===== src/rtl/ds3oh_pkg.sv =====
package ds3oh_pkg;

    // Overhead positions counted from the frame marker
    typedef enum logic [2:0] {
        POS_X   = 3'd0,
        POS_F1  = 3'd1,
        POS_AIC = 3'd2,
        POS_F0  = 3'd3,
        POS_NA  = 3'd4
    } ohpos_e;

    // Registered drive towards the framer
    typedef struct packed {
        logic ins;
        logic data;
    } oh_drive_t;

    // True for the positions the framer lets the terminal overwrite
    function automatic logic pos_insertable(input int unsigned p);
        return (p == int'(POS_X)) || (p == int'(POS_AIC)) || (p == int'(POS_NA));
    endfunction

endpackage


===== src/rtl/ds3oh_pos_tracker.sv =====
module ds3oh_pos_tracker #(
    parameter int unsigned POS_W = 4
) (
    input  logic             clk,
    input  logic             rst,
    input  logic             oh_en,
    input  logic             oh_frame,
    output logic             cur_hit,
    output logic [POS_W-1:0] cur_pos
);
    localparam logic [POS_W-1:0] POS_MAX = {POS_W{1'b1}};

    typedef struct packed {
        logic             locked;
        logic [POS_W-1:0] pos;
    } trk_t;

    trk_t trk_d, trk_q;

    always_comb begin
        trk_d   = trk_q;
        cur_hit = 1'b0;
        if (oh_frame) begin
            cur_pos = '0;
        end else if (trk_q.pos == POS_MAX) begin
            cur_pos = POS_MAX;
        end else begin
            cur_pos = trk_q.pos + 1'b1;
        end
        if (oh_en && (oh_frame || trk_q.locked)) begin
            cur_hit      = 1'b1;
            trk_d.locked = 1'b1;
            trk_d.pos    = cur_pos;
        end
    end

    always_ff @(posedge clk) begin
        if (rst) begin
            trk_q <= '0;
        end else begin
            trk_q <= trk_d;
        end
    end

endmodule


===== src/rtl/ds3oh_cfg_regs.sv =====
module ds3oh_cfg_regs #(
    parameter int unsigned NPOS = 5,
    parameter int unsigned AW   = 3
) (
    input  logic            clk,
    input  logic            rst,
    input  logic            cfg_wr,
    input  logic [AW-1:0]   cfg_addr,
    input  logic            cfg_val,
    input  logic            cfg_ena,
    output logic [NPOS-1:0] val_q,
    output logic [NPOS-1:0] ena_q
);
    typedef struct packed {
        logic [NPOS-1:0] val;
        logic [NPOS-1:0] ena;
    } cfg_t;

    cfg_t cfg_d, cfg_q;

    always_comb begin
        cfg_d = cfg_q;
        for (int p = 0; p < int'(NPOS); p++) begin
            if (cfg_wr && (cfg_addr == AW'(p))) begin
                cfg_d.val[p] = cfg_val;
                cfg_d.ena[p] = cfg_ena;
            end
        end
    end

    always_ff @(posedge clk) begin
        if (rst) begin
            cfg_q <= '0;
        end else begin
            cfg_q <= cfg_d;
        end
    end

    assign val_q = cfg_q.val;
    assign ena_q = cfg_q.ena;

endmodule


===== src/rtl/ds3oh_inserter.sv =====
module ds3oh_inserter #(
    parameter int unsigned NPOS  = 5,
    parameter int unsigned POS_W = 4,
    parameter int unsigned AW    = 3
) (
    input  logic          clk,
    input  logic          rst,
    input  logic          oh_en,
    input  logic          oh_frame,
    input  logic          cfg_wr,
    input  logic [AW-1:0] cfg_addr,
    input  logic          cfg_val,
    input  logic          cfg_ena,
    output logic          oh_ins,
    output logic          oh_data
);
    import ds3oh_pkg::*;

    logic             cur_hit;
    logic [POS_W-1:0] cur_pos;
    logic [NPOS-1:0]  val_q;
    logic [NPOS-1:0]  ena_q;
    logic [NPOS-1:0]  sel;

    oh_drive_t drv_d, drv_q;

    ds3oh_pos_tracker #(.POS_W(POS_W)) u_trk (
        .clk      (clk),
        .rst      (rst),
        .oh_en    (oh_en),
        .oh_frame (oh_frame),
        .cur_hit  (cur_hit),
        .cur_pos  (cur_pos)
    );

    ds3oh_cfg_regs #(.NPOS(NPOS), .AW(AW)) u_cfg (
        .clk      (clk),
        .rst      (rst),
        .cfg_wr   (cfg_wr),
        .cfg_addr (cfg_addr),
        .cfg_val  (cfg_val),
        .cfg_ena  (cfg_ena),
        .val_q    (val_q),
        .ena_q    (ena_q)
    );

    // One-hot select for the insertable positions only
    for (genvar g = 0; g < int'(NPOS); g++) begin : g_sel
        if (pos_insertable(g)) begin : g_acc
            assign sel[g] = cur_hit && (cur_pos == POS_W'(g)) && ena_q[g];
        end else begin : g_rej
            assign sel[g] = 1'b0;
        end
    end

    always_comb begin
        drv_d.ins  = |sel;
        drv_d.data = |(sel & val_q);
    end

    always_ff @(posedge clk) begin
        if (rst) begin
            drv_q <= '0;
        end else begin
            drv_q <= drv_d;
        end
    end

    assign oh_ins  = drv_q.ins;
    assign oh_data = drv_q.data;

endmodule


===== config.mk =====
export PLATFORM = sky130hd
export DESIGN_NAME = ds3oh_inserter
export DESIGN_NICKNAME = d
export VERILOG_FILES = /design/src/rtl/ds3oh_pkg.sv /design/src/rtl/ds3oh_pos_tracker.sv /design/src/rtl/ds3oh_cfg_regs.sv /design/src/rtl/ds3oh_inserter.sv
export SDC_FILE = /design/constraint.sdc
export NUM_CORES = 1
export LEC_CHECK = 0
export ABC_AREA = 1
export BUFFER_PORTS_ARGS = -buffer_cell sky130_fd_sc_hd__buf_4
export CORE_MARGIN = 1.5
export CORE_UTILIZATION = 33
export DETAILED_ROUTE_END_ITERATION = 7
export GPL_ROUTABILITY_DRIVEN = 1
export PLACE_DENSITY = 0.59
export SYNTH_ARGS = -nofsm -noshare
export SYNTH_HDL_FRONTEND = slang
export SYNTH_SLANG_ARGS = --single-unit

===== constraint.sdc =====
create_clock -name clk -period 1.66 [get_ports clk]
set_clock_uncertainty 0.05 [all_clocks]
set_input_delay 0.332 -clock clk [delete_from_list [all_inputs] [get_ports clk]]
set_output_delay 0.332 -clock clk [all_outputs]
set_load 0.005 [all_outputs]

==> results.py <==
metrics = {
    "clocking": {
        "cts.reportedPaths.clkPinSlew_ns": 0.08,
        "root_buffer": "clkbuf_4",
        "cts_buffer_depth": 2,
        "ctsHoldBuffers": 0,
        "cts_buffers": 3,
        "cts_tree": "yes",
        "clk_latency_ns": 0.28,
        "clock-sinks": 13,
        "cts_max_level": 1,
        "ctsResizeCount": 0,
        "postCtsSetupRepairBufs": 0,
    },
    "logic_synthesis": {
        "ys_types": 15,
        "synth_top_cell_area_share_pct": 39.6,
        "postSynth.asyncResetShare_pct": 0,
        "yosysMostFrequentCell": "inv_1",
        "yosys_warnings": 0,
        "synthTopCellsByCount": "inv_1, nand2_1, dfxtp_1",
        "synthFlopType": "dfxtp_1",
        "synth_seq_cells": 13,
        "synth.top_cells.by_area": "dfxtp_1, inv_1, nand2_1, a21oi_1, nand3_1",
        "synthCells": 98,
        "synth_area_um2": 657,
        "synth_nets": 109,
        "syn_area_per_cell_um2": 6.70,
        "ys_seq_area_share_pct": 39.6,
        "synth-edff-count": 0,
        "synth.largest_area_cell": "dfxtp_1",
    },
    "placed_design": {
        "place_area_um2": 771,
        "dp.final_hpwl_mm": 1.09,
        "io_buffers": 11,
        "preCtsSetupSlack_ns": 0.227,
        "gp_congestion": 0.819,
    },
    "worst_hold_path": {
        "hold_class": "in2reg",
        "holdPathStages": 2,
    },
    "final_layout": {
        "final_nets": 125,
        "drive_gt1_share_pct": 19.5,
        "design_area_um2": 797,
        "utilization_pct": 44.2,
        "fillers": 200,
        "area_delta_synth_final_pct": 21.3,
        "n_antenna_cell": 0,
    },
    "floorplan": {
        "die_x_um": 47.6,
        "start_util_pct": 36.5,
        "io_pins": 12,
        "die_h_um": 47.6,
        "dieArea_um2": 2270,
        "fp-row-count": 15,
        "core_um2": 1800,
    },
    "pwr": {
        "peakVddDrop_uv": 449,
        "leakagePower_uw": 0.000368,
        "power.density_nw_per_um2": 778,
    },
    "routing": {
        "ant_nets": 0,
        "avgRoutedWirePerCell_um": 9.86,
        "vias": 649,
        "wirelength_mm": 1.36,
        "viasPerCell": 4.70,
        "drc": 0,
        "drtIter0Drc": 9,
        "drtPass1Iterations": 4,
    },
    "setup_path": {
        "start_kind": "register",
        "cp_common_cell": "nand3_1",
        "cp_slowest_cell": "dfxtp_1",
        "crit_path_end_kind": "register",
        "cp.arrival_ns": 1.59,
        "path_class": "reg2reg",
        "crit_fanout": 5,
        "cp.required_ns": 1.80,
        "r2r.worst_path.cells": 8,
        "slowest_delay_ns": 0.40,
        "worstPathCellList": "ha_1 > nand3_1 > a21oi_1 > nor2_2 > nand4_1 > nand3_1 > nand2_1 > inv_1",
    },
    "sta": {
        "setup_tns_ns": 0,
        "fmax_mhz": 691,
        "setup_violations": 0,
        "slew_headroom_pct": 83.1,
        "worst_pin_slew_ns": 0.253,
        "rsz0062_at_grt": "false",
        "fin_crit_sh_pct": 87.2,
        "final-hold-violation-count": 0,
        "fin_crit_ns": 1.45,
        "timing.final.ws_setup_ns": 0.212,
        "slew_violations": 0,
    },
    "global_routing": {
        "grt_pass1_wl_mm": 2.28,
        "grt_pass1_vias": 567,
        "overflow": 0,
        "antenna_found_initial": 0,
        "grt_max_degree": 11,
        "grt_usage_pct": 14.9,
    },
    "job": {
        "max_cap_violations": 0,
    },
    "status": {
        "status": "finished clean",
    },
}
==> power breakdown <==
group          switching [µW]  internal, µW  leakage, µW
logic                    50.7          35.2     0.000247
clock network             108          93.3    0.0000150
registers                8.76           324     0.000106
==> worst max-delay path: cells and delay by family (launching register included) <==
kind	cells	cell delay, ns
buffers and inverters	1	0.04
AOI/OAI and AO/OA	1	0.20
and+or+nand+nor	5	0.46
DFF	1	0.40
adders and majority gates	1	0.23
==> worst paths after layout <==
| kind | end | start | slack, ns |
|---|---|---|---|
| max | oh_data | u_trk.trk_q[0] | 0.21 |
| min | u_cfg.val_q[0] | rst | 0.19 |
| max reg2reg | oh_data | u_trk.trk_q[0] | 0.21 |
| min reg2reg | u_cfg.val_q[4] | u_cfg.val_q[4] | 0.42 |
==> through the flow <==
step / cells / hold WS, ns / total power [µW]
CTS: 138 / 0.187 / 623
finish: 138 / 0.191 / 620
floorplan: 98 / 0.351 / 392
global placement: 134 / 0.399 / 425
global route: 138 / 0.174 / 657
detailed placement: 134 / 0.396 / 426
==> cells by family after synthesis <==
| logic type | after synthesis | synth area share [%] |
|---|---|---|
| flops | 13 | 39.6 |
| fa+ha+maj | 1 | 1.90 |
| compound gates | 20 | 15.8 |
| buf+inv | 18 | 10.5 |
| simple gates | 46 | 32.2 |
==> layer usage <==
metal | track usage (%) | wire length (µm) | vias up
met4 | 9.73 | 24 | 0
met2 | 24.9 | 657 | 12
li1 | - | - | 347
met3 | 3.40 | 48 | 4
met1 | 16.9 | 630 | 286
met5 | 0 | 0 | -
==> layout by cell type, fill, tap and decap left out, types with 3 or more instances in the layout <==
cell	n
nand2_1	15
nor2_2	3
inv_1	17
o21ai_0	8
buf_4	11
nor2_1	11
clkbuf_4	3
dfxtp_1	13
a21oi_1	11
nand3_1	11
==> final cells by class <==
cell class | instances | area (µm²) | area share (%)
inverter | 18 | 68.8 | 8.63
sequential | 13 | 260 | 32.7
tap | 25 | 31.3 | 3.92
timing repair buffer | 11 | 82.6 | 10.4
clock buffer | 4 | 26.3 | 3.30
multi-input combinational | 67 | 328 | 41.1
==> state kept, by name, indices dropped and copies added (netlist names) <==
| name | cells |
|---|---|
| u_trk.trk_q | 5 |
| u_cfg.ena_q | 3 |
| u_cfg.val_q | 3 |
| oh_data | 1 |
| oh_ins | 1 |
Note: power is estimated with default switching activity, not from simulation.
